===== src/rtl/lsp_pkg.sv =====
package lsp_pkg;

    // depth of the event chain needed to reach the deeper of two taps
    function automatic int unsigned chain_depth(input int unsigned a, input int unsigned b);
        return (a > b) ? a : b;
    endfunction

endpackage


===== src/rtl/step_chain.sv =====
module step_chain #(
    parameter int unsigned IDX_W  = 8,
    parameter int unsigned DATA_W = 16,
    parameter int unsigned DEPTH  = 3
) (
    input  logic                              clk,
    input  logic                              rst_n,
    input  logic                              step_i,
    input  logic [IDX_W-1:0]                  idx_i,
    input  logic [DATA_W-1:0]                 data_i,
    output logic [DEPTH-1:0]                  tap_vld_o,
    output logic [DEPTH-1:0][IDX_W-1:0]       tap_idx_o,
    output logic [DEPTH-1:0][DATA_W-1:0]      tap_dat_o
);

    typedef struct packed {
        logic [DEPTH-1:0]             vld;
        logic [DEPTH-1:0][IDX_W-1:0]  idx;
        logic [DEPTH-1:0][DATA_W-1:0] dat;
    } chain_t;

    chain_t st_d, st_q;

    always_comb begin
        st_d = st_q;
        st_d.vld[0] = step_i;
        // index and sample are captured only with an event
        if (step_i) begin
            st_d.idx[0] = idx_i;
            st_d.dat[0] = data_i;
        end
        for (int j = 1; j < int'(DEPTH); j++) begin
            st_d.vld[j] = st_q.vld[j-1];
            st_d.idx[j] = st_q.idx[j-1];
            st_d.dat[j] = st_q.dat[j-1];
        end
    end

    always_ff @(posedge clk or negedge rst_n) begin
        if (!rst_n) st_q <= '0;
        else        st_q <= st_d;
    end

    assign tap_vld_o = st_q.vld;
    assign tap_idx_o = st_q.idx;
    assign tap_dat_o = st_q.dat;

    // an event carries its own index one stage further each clock
    generate
        for (genvar g = 1; g < int'(DEPTH); g++) begin : g_chk
            stage_follow_chk: assert property (@(posedge clk) disable iff (!rst_n)
                st_q.vld[g-1] |=> (st_q.vld[g] && st_q.idx[g] == $past(st_q.idx[g-1])));
        end
    endgenerate

endmodule


===== src/rtl/max_stage.sv =====
module max_stage #(
    parameter int unsigned DATA_W = 16
) (
    input  logic              clk,
    input  logic              rst_n,
    input  logic              fire_i,
    input  logic [DATA_W-1:0] sample_i,
    output logic [DATA_W-1:0] max_o,
    output logic              vld_o
);

    typedef struct packed {
        logic              seen;
        logic [DATA_W-1:0] best;
        logic              vld;
    } max_t;

    max_t st_d, st_q;
    logic take_new;

    always_comb begin
        // predicate chooses exactly one of two writes to best
        take_new = !st_q.seen || (st_q.best < sample_i);
        st_d     = st_q;
        st_d.vld = fire_i;
        if (fire_i) begin
            st_d.seen = 1'b1;
            if (take_new) st_d.best = sample_i;
            else          st_d.best = st_q.best;
        end
    end

    always_ff @(posedge clk or negedge rst_n) begin
        if (!rst_n) st_q <= '0;
        else        st_q <= st_d;
    end

    assign max_o = st_q.best;
    assign vld_o = st_q.vld;


    max_rising_chk: assert property (@(posedge clk) disable iff (!rst_n)
        (fire_i && st_q.seen) |=> (st_q.best >= $past(st_q.best)));

    max_hold_chk: assert property (@(posedge clk) disable iff (!rst_n)
        !fire_i |=> $stable(st_q.best));

endmodule


===== src/rtl/diff_stage.sv =====
module diff_stage #(
    parameter int unsigned IDX_W  = 8,
    parameter int unsigned DATA_W = 16
) (
    input  logic              clk,
    input  logic              rst_n,
    input  logic              fire_i,
    input  logic [IDX_W-1:0]  idx_i,
    input  logic [DATA_W-1:0] sample_i,
    output logic [DATA_W-1:0] diff_o,
    output logic [IDX_W-1:0]  idx_o,
    output logic              vld_o
);

    typedef struct packed {
        logic [DATA_W-1:0] prev;
        logic [DATA_W-1:0] diff;
        logic [IDX_W-1:0]  idx;
        logic              vld;
    } diff_t;

    diff_t st_d, st_q;

    always_comb begin
        st_d     = st_q;
        st_d.vld = fire_i;
        if (fire_i) begin
            st_d.diff = sample_i - st_q.prev;
            st_d.prev = sample_i;
            st_d.idx  = idx_i;
        end
    end

    always_ff @(posedge clk or negedge rst_n) begin
        if (!rst_n) st_q <= '0;
        else        st_q <= st_d;
    end

    assign diff_o = st_q.diff;
    assign idx_o  = st_q.idx;
    assign vld_o  = st_q.vld;


    diff_hold_chk: assert property (@(posedge clk) disable iff (!rst_n)
        !fire_i |=> ($stable(st_q.diff) && $stable(st_q.idx)));

    diff_sum_chk: assert property (@(posedge clk) disable iff (!rst_n)
        fire_i |=> (st_q.prev == $past(st_q.prev) + st_q.diff));

endmodule


===== src/rtl/loop_step_datapath.sv =====
module loop_step_datapath #(
    parameter int unsigned IDX_W   = 8,
    parameter int unsigned DATA_W  = 16,
    parameter int unsigned MAX_AT  = 1,
    parameter int unsigned DIFF_AT = 3
) (
    input  logic              clk,
    input  logic              rst_n,
    input  logic [IDX_W-1:0]  idx_i,
    input  logic              step_i,
    input  logic [DATA_W-1:0] data_i,
    output logic [DATA_W-1:0] max_o,
    output logic              max_vld_o,
    output logic [DATA_W-1:0] diff_o,
    output logic [IDX_W-1:0]  diff_idx_o,
    output logic              diff_vld_o
);

    localparam int unsigned DEPTH = lsp_pkg::chain_depth(MAX_AT, DIFF_AT);

    logic [DEPTH-1:0]             tap_vld;
    logic [DEPTH-1:0][IDX_W-1:0]  tap_idx;
    logic [DEPTH-1:0][DATA_W-1:0] tap_dat;

    step_chain #(.IDX_W(IDX_W), .DATA_W(DATA_W), .DEPTH(DEPTH)) u_chain (
        .clk       (clk),
        .rst_n     (rst_n),
        .step_i    (step_i),
        .idx_i     (idx_i),
        .data_i    (data_i),
        .tap_vld_o (tap_vld),
        .tap_idx_o (tap_idx),
        .tap_dat_o (tap_dat)
    );

    max_stage #(.DATA_W(DATA_W)) u_max (
        .clk      (clk),
        .rst_n    (rst_n),
        .fire_i   (tap_vld[MAX_AT-1]),
        .sample_i (tap_dat[MAX_AT-1]),
        .max_o    (max_o),
        .vld_o    (max_vld_o)
    );

    diff_stage #(.IDX_W(IDX_W), .DATA_W(DATA_W)) u_diff (
        .clk      (clk),
        .rst_n    (rst_n),
        .fire_i   (tap_vld[DIFF_AT-1]),
        .idx_i    (tap_idx[DIFF_AT-1]),
        .sample_i (tap_dat[DIFF_AT-1]),
        .diff_o   (diff_o),
        .idx_o    (diff_idx_o),
        .vld_o    (diff_vld_o)
    );

    // a result can only be flagged if an event reached its tap
    max_flag_chk: assert property (@(posedge clk) disable iff (!rst_n)
        !tap_vld[MAX_AT-1] |=> !max_vld_o);

    diff_flag_chk: assert property (@(posedge clk) disable iff (!rst_n)
        !tap_vld[DIFF_AT-1] |=> !diff_vld_o);

endmodule


===== config.mk =====
export PLATFORM = sky130hd
export DESIGN_NAME = loop_step_datapath
export DESIGN_NICKNAME = d
export VERILOG_FILES = /design/src/rtl/lsp_pkg.sv /design/src/rtl/step_chain.sv /design/src/rtl/max_stage.sv /design/src/rtl/diff_stage.sv /design/src/rtl/loop_step_datapath.sv
export SDC_FILE = /design/constraint.sdc
export NUM_CORES = 1
export LEC_CHECK = 0
export BUFFER_PORTS_ARGS = -buffer_cell sky130_fd_sc_hd__buf_2
export CORE_AREA = 2 2 107 109
export CTS_BUF_LIST = sky130_fd_sc_hd__clkbuf_8
export DETAILED_ROUTE_END_ITERATION = 12
export DIE_AREA = 0 0 109 111
export PLACE_DENSITY = 0.83
export SYNTH_ARGS = -nofsm -noshare
export SYNTH_HDL_FRONTEND = slang
export SYNTH_HIERARCHICAL = 1
export SYNTH_SLANG_ARGS = --single-unit

===== constraint.sdc =====
create_clock -name clk -period 3.7 [get_ports clk]
set_input_delay 0.185 -clock clk [delete_from_list [all_inputs] [get_ports clk]]
set_output_delay 0.185 -clock clk [all_outputs]
set_load 0.1 [all_outputs]

After elaboration in Yosys (flattened, before gate mapping)
Cells that the tools add are included.
{"block": "classes", "addsub": 1, "magnitude_cmp": 1, "reduce_logical": 3}
{"operator": "$lt 16x16->1", "n": 1}
{"operator": "$sub 16x16->16", "n": 1}
{"operator": "$reduce_and 2->1", "n": 1}
{"operator": "$logic_not 1->1", "n": 1}
{"operator": "$logic_or 1x1->1", "n": 1}
{"block": "totals", "regBits": 134, "wordCells": 19}

Longest topological paths before layout
Gate-level depths: netlist of run 1.
{"block": "depth", "word_depth": 3, "mapped_depth": 9, "mapped_depth_nobuf": 9}

Cells and area by module
Netlist of run 1, hierarchy kept.
{"mod": "diff_stage", "n_inst": 1, "cells_each": 247, "area_per_inst_um2": 2448.6}
{"mod": "step_chain", "n_inst": 1, "cells_each": 102, "area_per_inst_um2": 2273.4}
{"mod": "max_stage", "n_inst": 1, "cells_each": 108, "area_per_inst_um2": 1221.2}

Worst setup path before layout of run 1
OpenSTA, ideal clock, no wires.
{"block": "synth_path", "path_kind": "reg-to-reg", "startpoint": "register u_chain.st_q (netlist bit u_chain/tap_dat_o[32])", "endpoint": "register u_diff.st_q (netlist bit u_diff/diff_o[14])", "t_arrival_ns": 2.038, "t_required_ns": 3.575, "slack_ns": 1.537, "path_stages_with_launch": 10, "n_path_buf": 0, "synth_period_minus_slack_ns": 2.163, "cell_sequence": "dfrtp_1 > inv_1 > ha_1 > fa_1 > nor2b_1 > o211ai_1 > a211o_1 > o211ai_1 > xor2_1 > mux2_2"}
{"block": "synth_via", "elab_chain_cells": 1}
{"element": "start: declaration", "line": "step_chain.sv:22", "source": "chain_t st_d, st_q;"}
{"element": "start signal: assignment", "line": "step_chain.sv:41", "source": "else st_q <= st_d;"}
{"element": "$sub 16x16->16", "line": "diff_stage.sv:28", "source": "st_d.diff = sample_i - st_q.prev;"}
{"element": "end signal: assignment", "line": "diff_stage.sv:36", "source": "else st_q <= st_d;"}
{"element": "end: declaration", "line": "diff_stage.sv:22", "source": "diff_t st_d, st_q;"}
No other way between the ends.
A chain may end at the register's enable or synchronous reset.

Worst setup path in the final report of run 1
{"block": "layout_path", "startpoint": "register u_chain.st_q (netlist bit u_chain/tap_dat_o[13])", "endpoint": "register u_max.st_q (netlist bit u_max/max_o[15])"}
{"block": "layout_via", "elab_chain_cells": 3}
{"element": "$lt 16x16->1", "line": "max_stage.sv:23", "source": "take_new = !st_q.seen || (st_q.best < sample_i);"}
{"element": "$logic_or 1x1->1", "line": "max_stage.sv:23"}
{"element": "$reduce_and 2->1 (no source line)"}
{"element": "end signal: assignment", "line": "max_stage.sv:35", "source": "else st_q <= st_d;"}
{"element": "end: declaration", "line": "max_stage.sv:18", "source": "max_t st_d, st_q;"}
No other way between the ends.

==> flow_summary_export.csv, run 1 <==
group,metric,value,unit
critical_path,worst_path_largest_cell_delay,0.68,ns
sta,grt_setup_unrepaired,"no",
placement,hpwl_after_detailed_placement,6.89,mm
floorplan,design.die.area,12100,µm²
cts,clock-sinks,134,
pwr,static-leakage-power,3.26,nW
cts,clkSlewWorstSetupHoldPaths,0.07,ns
run_status,result_of_the_run,"completed",
layout,multi_input_comb_area,2070,µm²
placement,port_buffers,68,
placement,dpl-instance-area,6100,µm²
critical_path,required,4.02,ns
yosys,syn-cell-area,5940,µm²
critical_path,setup.worst_path.start_class,"flip-flop",
cts,cts_resized,0,
route,num_vias,3430,
route,dr_wl_cell,15.5,µm
yosys,most_frequently_used_flop_master_after_synthesis,"dfrtp_1",
critical_path,crit_chain,"inv_1 -> ha_1 -> nand4_1 -> nor2_1 -> o2111ai_2 -> a31oi_4 -> mux2_2",
yosys,ys_async_sr_fraction,100,%
layout,finish.instance_area,6780,µm²
sta,report.final.slew_viol_count,0,
cts,cts_tree,"yes",
global_route,largest_net_degree_at_the_start_of_global_routing,81,
yosys,post_synth_num_cell_types,44,
sta,worst_rel_slew_slack,35.6,%
floorplan,die-width,109,µm
route,viasPerCell,5.07,
global_route,antenna_violations_before_repair,0,
layout,area_delta_synth_final,14.0,%
floorplan,core_area,11100,µm²
yosys,syn-num-nets,515,
global_route,grt.overflow.total,0,
pwr,power_density,848,nW/µm²
route,detail_route.first_pass.iterations,4,
pwr,vdd.ir_drop.worst,597,µV
critical_path,cp_data_arrival_time,2.83,ns
cts,cts_max_level,4,
min_path,classification_of_the_worst_slack_hold_path,"input pin to flip-flop",
route,post-route-drc-count,0,
yosys,mapped_cells,457,
global_route,grt_pass1_wl,18.0,mm
layout,layout.area.seq,3350,µm²
yosys,postSynthAreaPerCell,13.0,µm²
cts,clkLatencyLatePin,0.44,ns
floorplan,design.portCount,69,
critical_path,worstSetupEndpointType,"flip-flop",
sta,worst_tran_pin_value,0.966,ns
cts,clock_path_buffers,2,
yosys,yosysSeqAreaShare,56.4,%
route,detail_route.wirelength,10.5,mm
route,postRouteAntennaNets,0,
cts,cts_root_buf,"clkbuf_8",
yosys,postSynthRegisterBits,134,
sta,timing_hold_violations_final,0,
floorplan,initial_core_util,53.7,%
critical_path,critical-path-slowest-cell,"a31oi_4",
sta,period_minus_slack,2.51,ns
sta,top_achievable_clock_speed,398,MHz
layout,n_antenna_cell,0,
sta,fin_skew,0.00868,ns
placement,gp_congestion,0.912,
cts,cts_made_buffers,17,
layout,fin_nets,578,
placement,dpl_worst_slack,1.19,ns
job,drv.max_cap_violation_count,0,
critical_path,worst-path-max-fanout,16,
global_route,grt_pass1_vias,3689,
sta,fin_setup_tns,0,ns
critical_path,criticalPathCategory,"flip-flop to flip-flop",
sta,timing.hold.ws,0.271,ns
yosys,synth-edff-count,0,
route,detailedRoute.firstIterationViolations,178,
layout,final_layout_size_suffix_gt1_share,32.1,%
yosys,yosys_warnings,6,
floorplan,fp-row-count,39,
sta,setup_viol_count_final,0,
floorplan,die_y,111,µm
sta,final.period_utilization,67.9,%
sta,setup_ws,1.19,ns
global_route,grt_usage,19.3,%
layout,final.fill_count,791,
==> registers in the layout, indices dropped and copies added (netlist names) <==
signal             flops
u_diff/diff_o         16
u_diff/idx_o           8
u_diff/st_q           16
u_max/max_o           16
u_max/vld_o            1
u_chain/tap_dat_o     48
u_max/st_q             1
u_chain/tap_vld_o      3
u_chain/tap_idx_o     24
u_diff/vld_o           1
==> timing repair <==
item / 4_1_cts / 5_1_grt
buffers inserted: 0 / 0
hold buffers: 25 / 0
hold endpoints to repair: 103 / 0
==> critical path, delay by kind of cell, from the launching register on <==
kind                       cells  cell delay [ns]
DFF                            1             0.41
adders and majority gates      1             0.29
buffers and inverters          1             0.07
muxes                          1             0.42
and+or+nand+nor                2             0.35
AOI/OAI and AO/OA              2             0.85
==> layer usage <==
metal	wire [µm]	GRT usage [%]	vias to the layer above
li1	-	-	1642
met1	4680	25.8	1678
met2	5090	29.9	87
met3	503	6.11	23
met4	189	6.75	0
met5	0	0	-
==> Yosys cell counts (3+ instances only) <==
master	number	area, µm²
nor2_1	11	41.3
xor2_1	4	35.0
o21bai_1	3	22.5
inv_1	34	128
ha_1	30	375
o211ai_1	4	30.0
buf_4	40	300
dfrtp_1	134	3350
mux2_4	31	465
a21o_1	3	22.5
nand2_1	31	116
mux2_2	31	349
o21ai_0	23	115
nor2b_1	6	37.5
nand2b_1	3	18.8
a211oi_1	3	22.5
xnor2_1	9	78.8
nand4_1	3	18.8
a21oi_1	21	105
clkbuf_1	4	15.0
==> path summary, 6_finish.rpt <==
kind	startpoint	end	cells past startpoint	slack, ns
worst max register to register	u_chain/tap_dat_o[13]$_DFFE_PN0P_	u_max/max_o[15]$_DFFE_PN0P_	7	1.19
min in group asynchronous	rst_n	u_diff/idx_o[0]$_DFFE_PN0P_	2	0.46
max in group asynchronous	rst_n	u_chain/tap_vld_o[2]$_DFF_PN0_	3	2.41
worst max-delay path	u_chain/tap_dat_o[13]$_DFFE_PN0P_	u_max/max_o[15]$_DFFE_PN0P_	7	1.19
worst min-delay path	step_i	u_chain/tap_vld_o[0]$_DFF_PN0_	1	0.27
worst min register to register	u_chain/tap_idx_o[9]$_DFF_PN0_	u_chain/tap_idx_o[17]$_DFF_PN0_	0	0.34
==> cells in the final DEF, fill, tap and decap left out, types with 3 or more instances in the layout <==
cell type and count:
nor2_1 11, clkbuf_8 17, ha_1 30, bufinv_16 4, clkinv_2 4, inv_1 36, nand2_1 31, mux2_4 31
xnor2_1 9, nand2b_1 3, mux2_2 31, clkinv_4 3, nand4_1 3, dfrtp_1 133, o21ai_0 23, o21bai_1 3
a211oi_1 3, dlygate4sd3_1 25, nor2b_1 6, buf_2 67, xor2_1 4, o211ai_1 4, a21o_1 3, a21oi_1 21
==> through the flow <==
stage	power (mW)	utilization, %	cells
2_1_floorplan	4.31	-	457
3_3_place_gp	4.40	55.1	619
3_5_place_dp	4.47	55.1	619
4_1_cts	5.79	61.2	676
5_1_grt	6.02	61.2	676
6_report	5.75	61.2	676
==> kinds of logic after synthesis <==
logic type	Yosys count	synth area share [%]
simple gates	58	4.34
xor+xnor	13	1.92
mux	62	13.7
compound gates	74	8.25
flops	134	56.4
fa+ha+maj	31	6.65
buf+inv	85	8.72
==> report_power, final <==
group | internal (mW) | total [mW] | switching (mW)
clock network | 0.726 | 1.28 | 0.553
registers | 1.75 | 1.94 | 0.192
logic | 0.635 | 2.53 | 1.89
==> final cells by class <==
type	instances	share of cell area (%)
Clock buffer	17	3.45
Clock inverter	15	2.79
Inverter	34	1.88
Multi-Input combinational cell	238	30.6
Sequential cell	134	49.5
Tap cell	143	2.64
Timing Repair Buffer	95	9.16
Note: power is estimated with default switching activity, not from simulation.
==> run 2, diff against run 1 <==
Settings changed: PLACE_DENSITY 0.83 to 0.86.
Clock period 3.7 ns to 2 ns, I/O delays scaled along.
==> flow_summary_export.csv, run 2 (same netlist as run 1, synthesis figures left out) <==
group,metric,value,unit
global_route,grt.overflow.total,0,
sta,top_achievable_clock_speed,446,MHz
layout,fin_nets,627,
route,detail_route.wirelength,11.5,mm
min_path,min_to,"u_chain/tap_vld_o[0]$_DFF_PN0_",
layout,layout.cells.most_common_list,"dfrtp_1, buf_2, buf_4",
layout,most_frequent_standard_cell_in_the_layout_excluding_fill_and_tap_cells,"dfrtp_1",
floorplan,fp-row-count,39,
cts,clkSlewWorstSetupHoldPaths,0.07,ns
floorplan,design.portCount,69,
critical_path,crit_chain,"inv_1 -> ha_2 -> fa_2 -> nor2b_2 -> o211ai_1 -> a211o_1 -> o211ai_1 -> xor2_1 -> mux2_4",
run_status,result_of_the_run,"finished with violations",
pwr,power.share.combinational,46.6,%
run_status,violations_in_the_final_reports,"negative setup slack",
pwr,power_density,1550,nW/µm²
layout,largest_register_ffs,48,
global_route,antenna_violations_before_repair,0,
sta,fin_skew,0.0101,ns
sta,timing.hold.ws,0.176,ns
pwr,intPower,6.49,mW
cts,cts_tree,"yes",
job,drv.max_cap_violation_count,0,
sta,timing_hold_violations_final,0,
critical_path,worstPathBufferInverterCount,1,
critical_path,criticalPathCategory,"flip-flop to flip-flop",
critical_path,worst_path_largest_cell_delay,0.36,ns
sta,fin_setup_tns,-2.92,ns
floorplan,design.die.area,12100,µm²
route,detail_route.first_pass.iterations,4,
route,dr_wl_cell,15.9,µm
global_route,grt_pass1_vias,3916,
floorplan,die_y,111,µm
sta,final.period_utilization,112,%
route,post-route-drc-count,0,
placement,hpwl_after_detailed_placement,7.31,mm
sta,worst_tran_pin_value,0.632,ns
critical_path,setup.worst_path.start_class,"flip-flop",
critical_path,critical-path-slowest-cell,"fa_2",
critical_path,worstSetupEndpointType,"flip-flop",
global_route,grt_pass1_wl,19.0,mm
cts,cts_made_buffers,17,
min_path,hold_depth,2,
pwr,static-leakage-power,3.60,nW
critical_path,r2r-start,"u_chain/tap_dat_o[32]$_DFF_PN0_",
min_path,classification_of_the_worst_slack_hold_path,"input pin to flip-flop",
route,num_vias,3617,
critical_path,path_common_cell,"o211ai_1",
cts,clkLatencyLatePin,0.43,ns
pwr,share_seq_of_total_power,31.0,%
cts,clock-sinks,134,
critical_path,worst-r2r-cell-count,9,
critical_path,worst-path-max-fanout,2,
pwr,switching_power,5.03,mW
placement,port_buffers,68,
layout,final_util,67.1,%
global_route,largest_net_degree_at_the_start_of_global_routing,47,
sta,report.final.slew_viol_count,0,
floorplan,core_area,11100,µm²
cts,clock_path_buffers,2,
critical_path,required,2.31,ns
floorplan,die-width,109,µm
route,detailedRoute.firstIterationViolations,130,
layout,final_layout_size_suffix_gt1_share,41.6,%
sta,worst_rel_slew_slack,57.8,%
critical_path,worst-r2r-setup-slack,-0.24,ns
global_route,grt_usage,20.6,%
sta,setup_viol_count_final,22,
floorplan,initial_core_util,53.7,%
layout,n_antenna_cell,0,
cts,cts_max_level,4,
route,viasPerCell,4.99,
pwr,power_share_of_the_clock_group,22.3,%
placement,gp_congestion,0.813,
sta,period_minus_slack,2.24,ns
critical_path,timing.rr.end,"u_diff/diff_o[14]$_DFFE_PN0P_",
cts,cts_root_buf,"clkbuf_8",
sta,grt_setup_unrepaired,"yes",
route,postRouteAntennaNets,0,
layout,area_delta_synth_final,25.0,%
pwr,vdd.ir_drop.worst,1670,µV
pwr,switching_share,43.7,%
min_path,min_from,"step_i",
critical_path,cp_data_arrival_time,2.55,ns
critical_path,crit_family,"compound AO/OA/AOI/OAI gates",
sta,setup_ws,-0.240,ns
pwr,power.total,11.5,mW
run 2: cell count changes in the layout (fill, tap and decap cells not counted), sizes merged:
cell / change
clkinv: -7
buf: +48
clkbuf: +5
bufinv: +1
inv: +2
run 2: metrics by stage:
step	setup slack (ns)	cells	area [µm²]
6_report	-0.240	725	7430
5_1_grt	-0.378	725	7430
4_1_cts	-0.229	726	7370
3_5_place_dp	-0.317	660	6450
3_3_place_gp	-0.225	660	6450
2_1_floorplan	-0.163	457	5940
run 2: worst max path at each step:
stage | start | end | slack, ns | cells past startpoint
2_1_floorplan | u_chain/tap_dat_o[32]$_DFF_PN0_ | u_diff/diff_o[14]$_DFFE_PN0P_ | -0.16 | 9
3_3_place_gp | u_chain/tap_dat_o[32]$_DFF_PN0_ | u_diff/diff_o[14]$_DFFE_PN0P_ | -0.23 | 9
3_5_place_dp | u_chain/tap_dat_o[32]$_DFF_PN0_ | u_diff/diff_o[12]$_DFFE_PN0P_ | -0.32 | 10
4_1_cts | u_chain/tap_dat_o[32]$_DFF_PN0_ | u_diff/diff_o[12]$_DFFE_PN0P_ | -0.23 | 10
5_1_grt | u_chain/tap_dat_o[32]$_DFF_PN0_ | u_diff/diff_o[14]$_DFFE_PN0P_ | -0.38 | 9
6_report | u_chain/tap_dat_o[32]$_DFF_PN0_ | u_diff/diff_o[14]$_DFFE_PN0P_ | -0.24 | 9
run 2: what timing repair did:
item / CTS / global route
endpoints found under the setup margin: 24 / 26
hold endpoints to repair: 66 / 0
setup buffers: 8 / 4
gates resized for setup: 25 / 16
pin swaps: 18 / 20
gates cloned: 1 / 0
hold buffers: 25 / 0
run 2: metal layers:
metal	wire, µm	GRT usage (%)	vias up
li1	-	-	1738
met1	4960	26.2	1782
met2	5910	33.4	78
met3	420	5.76	19
met4	226	7.35	0
met5	0	0	-
run 2: area by class of cell:
| type | count | area (µm²) |
|---|---|---|
| tap | 143 | 179 |
| sequential | 134 | 3350 |
| clock buffer | 21 | 289 |
| timing repair buffer | 144 | 1040 |
| inverter | 34 | 128 |
| fill | 746 | 3650 |
| multi-input combinational | 238 | 2260 |
| clock inverter | 11 | 180 |
run 2: power groups by stage:
stage	logic (mW)	registers [mW]	clock network, mW
global placement	4.88	3.56	0
floorplan	4.44	3.53	0
CTS	5.30	3.57	2.61
detailed placement	4.97	3.60	0
global route	5.61	3.64	2.75
finish	5.37	3.58	2.57
